[src/rtl/dac_pwrseq_pkg.sv]
package dac_pwrseq_pkg;

    typedef enum logic [2:0] {
        S_OFF    = 3'd0,
        S_SETTLE = 3'd1,
        S_DIVW   = 3'd2,
        S_HOLD   = 3'd3,
        S_RUN    = 3'd4
    } seq_state_t;

    typedef enum logic [1:0] {
        M_PCM  = 2'd0,
        M_DSD  = 2'd1,
        M_EXTF = 2'd2,
        M_RSVD = 2'd3
    } seq_mode_t;

endpackage

[src/rtl/dac_pwrseq_lowq.sv]
// Qualifies the low pulse on the run pin; reset only by supplies-valid.
module dac_pwrseq_lowq #(
    parameter int LOW_MIN = 16
) (
    input  logic clk,
    input  logic por_n,
    input  logic run_pin,
    input  logic consume,
    output logic armed
);
    localparam int W = $clog2(LOW_MIN + 1);

    logic [W-1:0] low_cnt;

    always_ff @(posedge clk or negedge por_n) begin
        if (!por_n) begin
            low_cnt <= '0;
            armed   <= 1'b0;
        end else if (!run_pin) begin
            if (low_cnt == W'(LOW_MIN - 1)) armed <= 1'b1;
            else                            low_cnt <= low_cnt + 1'b1;
        end else begin
            low_cnt <= '0;
            if (consume) armed <= 1'b0;
        end
    end

    // arming only happens while the pin is held low
    p_arm_needs_low_r2: assert property (@(posedge clk) disable iff (!por_n)
        $rose(armed) |-> !$past(run_pin));

endmodule

[src/rtl/dac_pwrseq_clkreq.sv]
// Decides whether the clocks required by the selected mode are present.
module dac_pwrseq_clkreq
    import dac_pwrseq_pkg::*;
(
    input  logic [1:0] mode,
    input  logic       mclk_ok,
    input  logic       bitclk_ok,
    input  logic       wordclk_ok,
    input  logic       dsdclk_ok,
    output logic       clk_ok
);
    always_comb begin
        unique case (seq_mode_t'(mode))
            M_PCM:   clk_ok = mclk_ok & wordclk_ok & bitclk_ok;
            M_DSD:   clk_ok = mclk_ok & dsdclk_ok;
            M_EXTF:  clk_ok = mclk_ok & bitclk_ok & wordclk_ok;
            default: clk_ok = 1'b0;
        endcase
    end
endmodule

[src/rtl/dac_pwrseq_tick.sv]
// Terminal counter: hit on the step that reaches LAST, then wraps to zero.
module dac_pwrseq_tick #(
    parameter int LAST = 3
) (
    input  logic clk,
    input  logic arst_n,
    input  logic clr,
    input  logic step,
    output logic hit
);
    localparam int W = $clog2(LAST + 2);

    logic [W-1:0] cnt;

    assign hit = step && (cnt == W'(LAST));

    always_ff @(posedge clk or negedge arst_n) begin
        if (!arst_n)          cnt <= '0;
        else if (clr || hit)  cnt <= '0;
        else if (step)        cnt <= cnt + 1'b1;
    end
endmodule

[src/rtl/dac_pwrseq.sv]
module dac_pwrseq
    import dac_pwrseq_pkg::*;
#(
    parameter int LOW_MIN = 16,
    parameter int LDO_CYC = 48000,
    parameter int DIV_FS  = 4
) (
    input  logic       clk,
    input  logic       por_n,
    input  logic       run_pin,
    input  logic       ldo_strap,
    input  logic       sw_go,
    input  logic [1:0] mode,
    input  logic       mclk_ok,
    input  logic       bitclk_ok,
    input  logic       wordclk_ok,
    input  logic       dsdclk_ok,
    input  logic       fs_stb,
    input  logic       zdet_l,
    input  logic       zdet_r,
    output logic       core_off,
    output logic       reg_en,
    output logic       div_en,
    output logic       dp_en,
    output logic       aout_hiz,
    output logic       zero_l,
    output logic       zero_r,
    output logic [2:0] state_code
);
    seq_state_t state, state_nx;
    logic arst_n, armed, consume, clk_ok, ldo_hit, div_hit;

    assign arst_n  = por_n & run_pin;
    assign consume = (state == S_OFF) && armed;

    dac_pwrseq_lowq #(.LOW_MIN(LOW_MIN)) u_lowq (
        .clk(clk), .por_n(por_n), .run_pin(run_pin),
        .consume(consume), .armed(armed)
    );

    dac_pwrseq_clkreq u_clkreq (
        .mode(mode), .mclk_ok(mclk_ok), .bitclk_ok(bitclk_ok),
        .wordclk_ok(wordclk_ok), .dsdclk_ok(dsdclk_ok), .clk_ok(clk_ok)
    );

    dac_pwrseq_tick #(.LAST(LDO_CYC - 1)) u_ldo_tmr (
        .clk(clk), .arst_n(arst_n),
        .clr(state != S_SETTLE), .step(state == S_SETTLE), .hit(ldo_hit)
    );

    dac_pwrseq_tick #(.LAST(DIV_FS - 1)) u_div_tmr (
        .clk(clk), .arst_n(arst_n),
        .clr((state != S_DIVW) || !clk_ok),
        .step((state == S_DIVW) && clk_ok && fs_stb), .hit(div_hit)
    );

    // State register: the pin going low clears it asynchronously.
    always_ff @(posedge clk or negedge arst_n) begin
        if (!arst_n) state <= S_OFF;
        else         state <= state_nx;
    end

    always_comb begin
        state_nx = state;
        unique case (state)
            S_OFF:    if (armed) state_nx = ldo_strap ? S_SETTLE : S_DIVW;
            S_SETTLE: if (ldo_hit) state_nx = S_DIVW;
            S_DIVW:   if (div_hit) state_nx = S_HOLD;
            S_HOLD:   if (!clk_ok) state_nx = S_DIVW;
                      else if (sw_go) state_nx = S_RUN;
            S_RUN:    if (!clk_ok) state_nx = S_DIVW;
                      else if (!sw_go) state_nx = S_HOLD;
            default:  state_nx = S_OFF;
        endcase
    end

    // Output decode
    always_comb begin
        core_off = 1'b0;
        reg_en   = 1'b1;
        div_en   = 1'b0;
        dp_en    = 1'b0;
        aout_hiz = 1'b0;
        unique case (state)
            S_OFF:    begin core_off = 1'b1; reg_en = 1'b0; aout_hiz = 1'b1; end
            S_SETTLE: begin core_off = 1'b1; aout_hiz = 1'b1; end
            S_DIVW:   ;
            S_HOLD:   div_en = 1'b1;
            S_RUN:    begin div_en = 1'b1; dp_en = 1'b1; end
            default:  begin core_off = 1'b1; reg_en = 1'b0; aout_hiz = 1'b1; end
        endcase
        zero_l = zdet_l & ~core_off;
        zero_r = zdet_r & ~core_off;
    end

    assign state_code = state;

    // no register access while the pin is low
    p_regen_pin_low_r11: assert property (@(posedge clk) disable iff (!por_n)
        !run_pin |-> !reg_en);

    // direct entry to the divider wait only without the regulator strap
    p_skip_settle_r3: assert property (@(posedge clk) disable iff (!arst_n)
        ($past(state) == S_OFF && state == S_DIVW) |-> !$past(ldo_strap));

    // a terminal strobe count in DIVWAIT starts the divider
    p_div_start_r6: assert property (@(posedge clk) disable iff (!arst_n)
        (state == S_DIVW && div_hit) |=> state == S_HOLD);

    // clearing the go bit leaves RUN
    p_go_clear_r7: assert property (@(posedge clk) disable iff (!arst_n)
        (state == S_RUN && !sw_go && clk_ok) |=> state == S_HOLD);

    // clock loss sends the block back to the divider wait
    p_clock_loss_r8: assert property (@(posedge clk) disable iff (!arst_n)
        ((state == S_HOLD || state == S_RUN) && !clk_ok) |=> state == S_DIVW);

    // flags low while the outputs float
    p_hiz_flags_r10: assert property (@(posedge clk) disable iff (!por_n)
        aout_hiz |-> !(zero_l || zero_r));

endmodule

[config.mk]
export PLATFORM = sky130hd
export DESIGN_NAME = dac_pwrseq
export DESIGN_NICKNAME = d
export VERILOG_FILES = /design/src/rtl/dac_pwrseq_pkg.sv /design/src/rtl/dac_pwrseq_lowq.sv /design/src/rtl/dac_pwrseq_clkreq.sv /design/src/rtl/dac_pwrseq_tick.sv /design/src/rtl/dac_pwrseq.sv
export SDC_FILE = /design/constraint.sdc
export NUM_CORES = 1
export LEC_CHECK = 0
export ABC_CLOCK_PERIOD_IN_PS = 2900
export BUFFER_PORTS_ARGS = -buffer_cell sky130_fd_sc_hd__buf_4
export CORE_MARGIN = 2
export CORE_UTILIZATION = 41
export DETAILED_ROUTE_END_ITERATION = 7
export GPL_ROUTABILITY_DRIVEN = 0
export PLACE_DENSITY = 0.6
export SLEW_MARGIN = 20
export SYNTH_ARGS = -nofsm -noshare
export SYNTH_HDL_FRONTEND = slang
export SYNTH_SLANG_ARGS = --single-unit
[constraint.sdc]
create_clock -name clk -period 2.9 [get_ports clk]
set_clock_uncertainty 0.05 [all_clocks]
set_input_delay 0.58 -clock clk [delete_from_list [all_inputs] [get_ports clk]]
set_output_delay 0.58 -clock clk [all_outputs]
set_load 0.05 [all_outputs]
Word level (Yosys, flattened, before mapping)
Cells that the tools add are included.
{"block": "word_totals", "ram_bits": 0, "latch_bits": 0, "output_inout_bits": 10, "romBits": 0, "inputBits": 14, "mem_count": 0, "register_bits": 28}
{"block": "classes", "n_div": 0, "mux": 23, "n_mul": 0, "n_bitwise": 8, "reduce_logical": 19, "n_eq_ne": 18, "n_addsub": 3, "magnitude_cmp": 0, "n_shift": 0}
{"operator": "2-to-1 mux 16 bit", "count": 2}
{"operator": "2-to-1 mux 3 bit", "count": 9}
{"operator": "adder 16 x 1 -> 16 bit (second input constant)", "count": 1}
{"operator": "== test 16 bit (second input constant)", "count": 1}
{"operator": "one-hot mux 3 bit (5 select lines)", "count": 1}
{"operator": "2-to-1 mux 5 bit", "count": 2}
{"operator": "== test 3 x 2 -> 1 bit (second input constant)", "count": 3}
{"operator": "AND 1 bit", "count": 8}
{"operator": "2-to-1 mux 1 bit", "count": 7}
{"operator": "inequality test 2 x 1 -> 1 bit (second input constant)", "count": 3}
{"operator": "inequality test 3 bit (second input constant)", "count": 2}
{"operator": "nonzero test 2 bit", "count": 3}
{"operator": "adder 5 x 1 -> 5 bit (second input constant)", "count": 1}
{"operator": "== test 5 x 4 -> 1 bit (second input constant)", "count": 1}
{"operator": "logical AND 1 bit", "count": 5}
{"operator": "AND reduction 5 bit", "count": 1}
{"operator": "inequality test 2 bit (second input constant)", "count": 2}
{"operator": "OR reduction 4 bit", "count": 1}
{"operator": "adder 3 x 1 -> 3 bit (second input constant)", "count": 1}
{"operator": "== test 3 x 1 -> 1 bit (second input constant)", "count": 1}
{"operator": "== test 3 bit (second input constant)", "count": 1}
{"operator": "zero test 3 bit", "count": 1}
{"operator": "logical OR 1 bit", "count": 3}
{"operator": "inequality test 3 x 1 -> 1 bit (second input constant)", "count": 1}
{"operator": "10 further kinds", "count": 10}

Depth between registers and ports, before layout
Gate-level depths: netlist of run 1.
{"block": "depth", "word_depth": 8, "depth_mapped": 7, "ltp_nobuf": 6}

Hierarchy
Synthesis of run 1 repeated with hierarchy kept, for this count alone.
{"block": "hier_totals", "cells_unflattened": 172, "hier_area_um2": 1681.6}
{"mod": "dac_pwrseq_tick at u_ldo_tmr", "area_each_um2": 867.1, "seq_area_each_um2": 400.4, "cells_per_inst": 86, "instances": 1}
{"mod": "dac_pwrseq", "area_each_um2": 319.1, "seq_area_each_um2": 75.1, "cells_per_inst": 41, "instances": 1}
{"mod": "dac_pwrseq_lowq", "area_each_um2": 306.5, "seq_area_each_um2": 150.1, "cells_per_inst": 27, "instances": 1}
{"mod": "dac_pwrseq_tick at u_div_tmr", "area_each_um2": 167.7, "seq_area_each_um2": 75.1, "cells_per_inst": 15, "instances": 1}
{"mod": "dac_pwrseq_clkreq", "area_each_um2": 21.3, "seq_area_each_um2": 0.0, "cells_per_inst": 3, "instances": 1}

Worst setup path after synthesis of run 1
Ideal clock, no wire load.
{"block": "synth_timing", "path_kind": "register to output", "start": "register state[0], in the netlist state_code[0]", "end": "output zero_l", "arrival_time_ns": 2.659, "required_ns": 2.270, "setup_slack_ns": -0.389, "path_buffers": 1, "path_stages_with_launch": 6, "path_cell_list": "dfrtp_1 buf_4 nor2_1 and2_1 nor2_1 nor2b_1"}
{"block": "synth_between", "elab_chain_cells": 3}
{"element": "start: declaration", "line_no": "dac_pwrseq.sv:30", "source": "seq_state_t state, state_nx;"}
{"element": "start signal: assignment", "line_no": "dac_pwrseq.sv:60", "source": "else state <= state_nx;"}
{"element": "== test 3 x 2 -> 1 bit or == test 3 bit (tied branches)", "line_no": "dac_pwrseq.sv:84", "source": "unique case (state)"}
{"element": "OR reduction 3 bit (no source line) (*)"}
{"element": "AND 1 bit (*)", "line_no": "dac_pwrseq.sv:92", "source": "zero_l = zdet_l & ~core_off;"}
{"element": "end: declaration", "line_no": "dac_pwrseq.sv:26", "source": "output logic zero_l,"}
Mark *: on every way between the ends. The rest lies on a longest branch, timed or not.

Worst setup path in the final report of run 1
Same ends and word-level chain as after synthesis.

==> results of run 1 <==
-- final cells by class --
type,count,area (um^2)
fill,359,1812
multi-input combinational,123,790.8
sequential,28,700.7
timing repair buffer,24,180.2
tap,48,60.06
clock buffer,3,41.29
clock inverter,1,30.03
inverter,5,18.77
-- power groups by stage --
stage	clock (uW)	combinational, uW	sequential, uW
global route	333	159	425
floorplan	0	95.8	435
global placement	0	146	429
detailed placement	0	150	429
finish	306	148	423
CTS	318	150	422
-- layer usage --
| metal | vias to the layer above | global-route usage (%) |
|---|---|---|
| li1 | 612 | - |
| met2 | 20 | 25.38 |
| met1 | 601 | 20.70 |
| met4 | 0 | 8.073 |
| met5 | - | 0 |
| met3 | 6 | 2.568 |
-- layout by cell type, fill, tap and decap left out, types with 4 or more instances in the layout --
cell,netlist,routed
sky130_fd_sc_hd__dfrtp_1,28,28
sky130_fd_sc_hd__nor3_1,5,5
sky130_fd_sc_hd__xor2_1,5,5
sky130_fd_sc_hd__nand4b_1,4,4
sky130_fd_sc_hd__nand3_1,6,6
sky130_fd_sc_hd__xnor2_1,10,10
sky130_fd_sc_hd__a21oi_1,7,7
sky130_fd_sc_hd__nand2_1,7,7
sky130_fd_sc_hd__buf_4,2,24
sky130_fd_sc_hd__nor2_1,30,29
sky130_fd_sc_hd__ha_1,5,5
sky130_fd_sc_hd__nand4_1,4,4
sky130_fd_sc_hd__inv_1,5,5
sky130_fd_sc_hd__and3_1,4,4
sky130_fd_sc_hd__nor4_1,4,4
-- metrics by stage --
step,instances,area [um^2]
6_report,232,1822
5_1_grt,232,1822
4_1_cts,232,1822
3_5_place_dp,228,1750
3_3_place_gp,228,1750
2_1_floorplan,161,1551
-- flip-flops by register name (all words and copies together) (netlist names) --
register / count
u_ldo_tmr.cnt: 16
u_lowq.low_cnt: 5
state_code: 3
u_div_tmr.cnt: 3
u_lowq.armed: 1
-- kinds of logic (layout without fill, tap and decap cells) --
kind of cell,count (synthesis),count (layout),share of synthesized area (%)
xor gates and xnor gates,15,15,8.509
adders and majority gates,5,5,4.052
AOI/OAI and AO/OA,17,17,7.618
muxes,3,3,1.945
DFF,28,28,45.38
and+or+nand+nor,83,83,28.61
buffers and inverters,10,33,3.889
-- worst max-delay path by stage --
stage / to / depth (start not counted) / startpoint / slack [ps]
floorplan: zero_l / 5 / state_code[0]$_DFFE_PN0P_ / -5
global route: zero_r / 5 / state_code[0]$_DFFE_PN0P_ / 470
CTS: zero_l / 5 / state_code[0]$_DFFE_PN0P_ / 590
global placement: state_code[0]$_DFFE_PN0P_ / 4 / u_ldo_tmr.cnt[7]$_DFFE_PN0P_ / 860
detailed placement: state_code[0]$_DFFE_PN0P_ / 4 / u_ldo_tmr.cnt[7]$_DFFE_PN0P_ / 830
finish: zero_l / 5 / state_code[0]$_DFFE_PN0P_ / 590
-- cells in the mapped netlist (2+ instances only) --
cell,instances,share of area [%]
sky130_fd_sc_hd__nor2_1,30,7.3
sky130_fd_sc_hd__dfrtp_1,28,45
sky130_fd_sc_hd__xnor2_1,10,5.7
sky130_fd_sc_hd__a21oi_1,7,2.3
sky130_fd_sc_hd__nand2_1,7,1.7
sky130_fd_sc_hd__nand3_1,6,1.9
sky130_fd_sc_hd__ha_1,5,4.1
sky130_fd_sc_hd__inv_1,5,1.2
sky130_fd_sc_hd__nor2b_1,5,2.0
sky130_fd_sc_hd__nor3_1,5,1.6
sky130_fd_sc_hd__xor2_1,5,2.8
sky130_fd_sc_hd__and3_1,4,1.6
sky130_fd_sc_hd__nand4_1,4,1.6
sky130_fd_sc_hd__nand4b_1,4,2.3
sky130_fd_sc_hd__nor4_1,4,1.6
sky130_fd_sc_hd__mux2i_1,3,1.9
sky130_fd_sc_hd__nand2b_1,3,1.2
sky130_fd_sc_hd__or4_1,3,1.5
sky130_fd_sc_hd__and2_1,2,0.81
sky130_fd_sc_hd__buf_4,2,0.97
sky130_fd_sc_hd__buf_6,2,1.5
sky130_fd_sc_hd__nand3b_1,2,0.97
sky130_fd_sc_hd__o31ai_1,2,0.97
==> metrics, run 1 <==
count of yosys warnings during synthesis=0; reg2reg end=state_code[0]$_DFFE_PN0P_; clock transition at the register clock pins on the worst setup and hold paths after CTS=90 ps; count of hold buffers inserted by post-cts repair=0; detailed placer's ending HPWL=between 2 and 2.5 mm; # resized after CTS=0; CTS tree=built; row count=22; core area=3633 um^2; # port buffers=23; highest routed layer=met4; slowest stage delay, CP=520 ps; portion of total power attributed to the clock network=34.9%; full die area=4273 um^2; Inserted Diodes=0; critical-path maximum fanout=12; die height=around 65 um; register area share after synthesis=45.38%; cell with the largest stage delay on the worst path=sky130_fd_sc_hd__dfrtp_1; cell internal pwr=639.9 uW; number of cells on the worst reg-to-reg path=4; Max Cap Violations=0; total via count after detailed routing=about 1,200; worst-case setup slack after placement=825.0 ps; clock latency on the worst-skew pair=approximately 270 ps; utilization after layout=between 50% and 60%; clk buf depth=2; total net switching power=around 240 uW; Final Setup Violations=0; buffer and inverter count on the worst path=1; antenna violations before repair=0; minimum period implied by the final worst setup slack=2310 ps; Worst Hold Class=input port to async pin; maximum clock rate=432.9 MHz; result of the run=finished clean; critical path endpoint category=output pin; ratio of routed vias to standard cells=5.341; gate count after technology mapping=approximately 160; share of async-settable or async-resettable flops after synthesis=100.0%; wire length of the first global-routing pass=5.313 mm; effective utilization at floorplan=between 40% and 50%; EDFF count, synth=0; TritonCTS Buffers=3; post-synthesis sequential element count=28; worst-margin pin slew=369.5 ps; Largest delay share family, worst path=simple AND/OR/NAND/NOR gates; combinational cell fraction of total power=between 10% and 20%; ys flop type=sky130_fd_sc_hd__dfrtp_1; chip width=65.37 um; Max IR drop VDD=~0.00022 V; sw frac=between 20% and 30%; final hold slack=between 50 and 60 ps; pin count of the biggest net entering global routing=23; DRC violations left=0; H-tree depth reported by CTS=1; Reg2Reg Launch Point=u_ldo_tmr.cnt[7]$_DFFE_PN0P_; final hold violation count=0; area growth from synthesis to layout=17.99%; met1 WL=between 1 and 1.5 mm; Setup WS post-layout=590.1 ps; mean area per synthesized cell=9.590 um^2; count of nets after finishing=a little over 200; reg-to-reg setup timing slack=820 ps; sequential fraction of design power=48.2%; post-route antenna net violation count=0; number of DRC markers in iteration 0=around 70; type of element launching the critical path=register; CTS root buf=sky130_fd_sc_hd__clkbuf_8; number of global-route vias before repair=1,227; period utilization=79.65%; DR pass1 iterations=4; kind of critical path=register to output pin; final count of pins violating max slew=0; number of post-CTS setup repair buffers=0; total wire length after detailed routing=2.960 mm; Cell variety after synth=36; unrepaired setup endpoints after global routing=no; total nets after synthesis=180; All-Layer GR Usage=15.85%; fraction of layout instances using a drive strength above 1=17.93%; setup_tns=0 ps; PnR Total Power=876.3 uW; leakage power summed over all cells=around 0.00078 uW; met3 wire length=107 um; clk sinks=28; arrival time worst endpoint=1680 ps; aggregate global routing overflow=0; Mapped Area=1544 um^2; worst path required time=2270 ps; Routed met2 length=1.386 mm; cell area power density=481.0 nW/um^2; I/O pin total=24; cell-by-cell trace of the critical path=nor2_1 > and2_1 > nor2_2 > nor2b_2 > buf_4; WL/cell=12.76 um; Rel. slew slack=between 70 and 80%
(Power assumes the default switching activity.)
==> run 2, diff against run 1 <==
Settings changed: ABC_CLOCK_PERIOD_IN_PS 2900 to 1900, PLACE_DENSITY 0.6 to 0.62.
Clock period 2.9 ns to 1.9 ns, I/O delays scaled along.
==> run 2 against run 1 <==
Against the previous run: flip-flop and latch count did not move; critical path type unchanged; cell area increased by 11%; combinational power up 110%; critical endpoint is now div_en; power rose by 50%; first-iteration DRC count is 39% lower; critical path depth fell by 1.
==> metrics, run 2 (same netlist as run 1, synthesis figures left out) <==
portion of total power attributed to the clock network=28.1%; chip width=65.37 um; clk sinks=28; PnR Total Power=1315 uW; leading cell type in the layout, fill and taps excluded=sky130_fd_sc_hd__buf_4; Max Cap Violations=0; count of nets after finishing=221; post-placement cell area=1836 um^2; pin count of the biggest net entering global routing=23; registers with the highest flip-flop counts=u_ldo_tmr.cnt (16), u_lowq.low_cnt (5); I/O pin total=24; clock latency on the worst-skew pair=280 ps; detailed placer's ending HPWL=~2.4 mm; result of the run=finished clean; area growth from synthesis to layout=31.44%; Max IR drop VDD=0.0004537 V; wire length of the first global-routing pass=5.844 mm; critical path endpoint category=output pin; max FFs per register=16; final hold slack=175.4 ps; clock transition at the register clock pins on the worst setup and hold paths after CTS=around 90 ps; sw frac=29.22%; cell area power density=647.8 nW/um^2; combinational cell fraction of total power=23.5%; top library cells by usage in the layout, fill and taps aside=sky130_fd_sc_hd__buf_4 (36), sky130_fd_sc_hd__nor2_1 (27), sky130_fd_sc_hd__dfrtp_1 (25); DRC violations left=0; final hold violation count=0; arrival time worst endpoint=~1400 ps; worst path required time=1470 ps; Inserted Diodes=0; leakage power summed over all cells=0.0008903 uW; ratio of routed vias to standard cells=about 5.3; Rel. slew slack=71.35%; die height=65.37 um; post-route antenna net violation count=0; cell internal pwr=about 930 uW; Worst Hold Class=input port to async pin; non-filler cells in the finished layout=249; effective utilization at floorplan=42.49%; critical-path maximum fanout=5; worst-margin pin slew=around 430 ps; sequential fraction of design power=48.4%; maximum clock rate=539.0 MHz; antenna violations before repair=0; core area=~3600 um^2; minimum period implied by the final worst setup slack=1855 ps; final count of pins violating max slew=0; utilization after layout=55.85%; TritonCTS Buffers=3; Final Setup Violations=0; type of element launching the critical path=register; fraction of layout instances using a drive strength above 1=29.85%; All-Layer GR Usage=17.83%; period utilization=97.65%; aggregate global routing overflow=0; total wire length after detailed routing=between 3 and 4 mm; CTS root buf=sky130_fd_sc_hd__clkbuf_8; kind of critical path=register to output pin; total via count after detailed routing=1,319; WL/cell=14.12 um; final non-filler cell area=2029 um^2; full die area=4273 um^2; number of DRC markers in iteration 0=44; H-tree depth reported by CTS=1; DR pass1 iterations=4; number of global-route vias before repair=1,322; CTS tree=built; clk buf depth=2; total net switching power=384.1 uW; total placed cells including tap cells=233; row count=22; top register by number of flip-flops=u_ldo_tmr.cnt; # port buffers=23
run 2: changes by cell type in the layout (fill, tap and decap cells not counted), sizes merged:
cell,change
dlygate4sd3,+1
clkbuf,+2
bufinv,-1
buf,+15
run 2: final cells by class:
cell class	count	area (um^2)
Multi-Input combinational cell	123	843.3
Inverter	5	18.77
Timing Repair Buffer	41	347.8
Clock buffer	4	55.05
Fill cell	350	1604
Sequential cell	28	704.4
Tap cell	48	60.06
run 2: worst paths after layout:
check | start | end | slack, ps | cells past startpoint
min | run_pin | u_ldo_tmr.cnt[10]$_DFFE_PN0P_ | 180 | 3
max reg2reg | u_ldo_tmr.cnt[7]$_DFFE_PN0P_ | u_ldo_tmr.cnt[9]$_DFFE_PN0P_ | 70 | 5
min in group clk | run_pin | u_lowq.low_cnt[2]$_DFFE_PN0P_ | 240 | 2
min reg2reg | u_ldo_tmr.cnt[0]$_DFFE_PN0P_ | u_ldo_tmr.cnt[0]$_DFFE_PN0P_ | 450 | 1
max | state_code[0]$_DFFE_PN0P_ | div_en | 40 | 4
max in group asynchronous | por_n | state_code[2]$_DFFE_PN0P_ | 820 | 4
run 2: repair_timing:
action,CTS,global route
gates resized for setup,1,7
gates cloned,0,1
endpoints found under the hold margin,6,0
setup endpoints to repair,2,22
pin swaps,0,3
buffers inserted,3,7
hold buffers,1,0
run 2: worst max-delay path, cell delays in order, from the launching register on:
cell and delay (ps):
sky130_fd_sc_hd__dfrtp_2 460, sky130_fd_sc_hd__nor2_4 160, sky130_fd_sc_hd__and2_4 190, sky130_fd_sc_hd__o21bai_2 120
sky130_fd_sc_hd__buf_4 210
run 2: per-layer routing:
| layer | part of all wire [%] | vias to the layer above | global-route usage, % | wire length [um] |
|---|---|---|---|---|
| met5 | 0 | - | 0 | 0 |
| met4 | 2.1 | 0 | 9.635 | 75 |
| met3 | 2.5 | 6 | 2.397 | 87 |
| met2 | 52 | 16 | 30.36 | 1829 |
| met1 | 43 | 644 | 21.81 | 1523 |
| li1 | - | 653 | - | - |
run 2: per-stage QoR:
stage	setup TNS [ps]	setup slack, ps
4_1_cts	0	3.915
5_1_grt	-17.35	-10.82
3_5_place_dp	0	27.61
3_3_place_gp	0	70.90
2_1_floorplan	-127.6	-74.77
6_report	0	44.71
run 2: power by group through the flow:
stage               clock network [uW]  registers (uW)  logic [uW]
finish                             370             636         309
global route                       410             640         331
CTS                                381             636         287
detailed placement                   0             662         235
global placement                     0             663         230
floorplan                            0             667         163
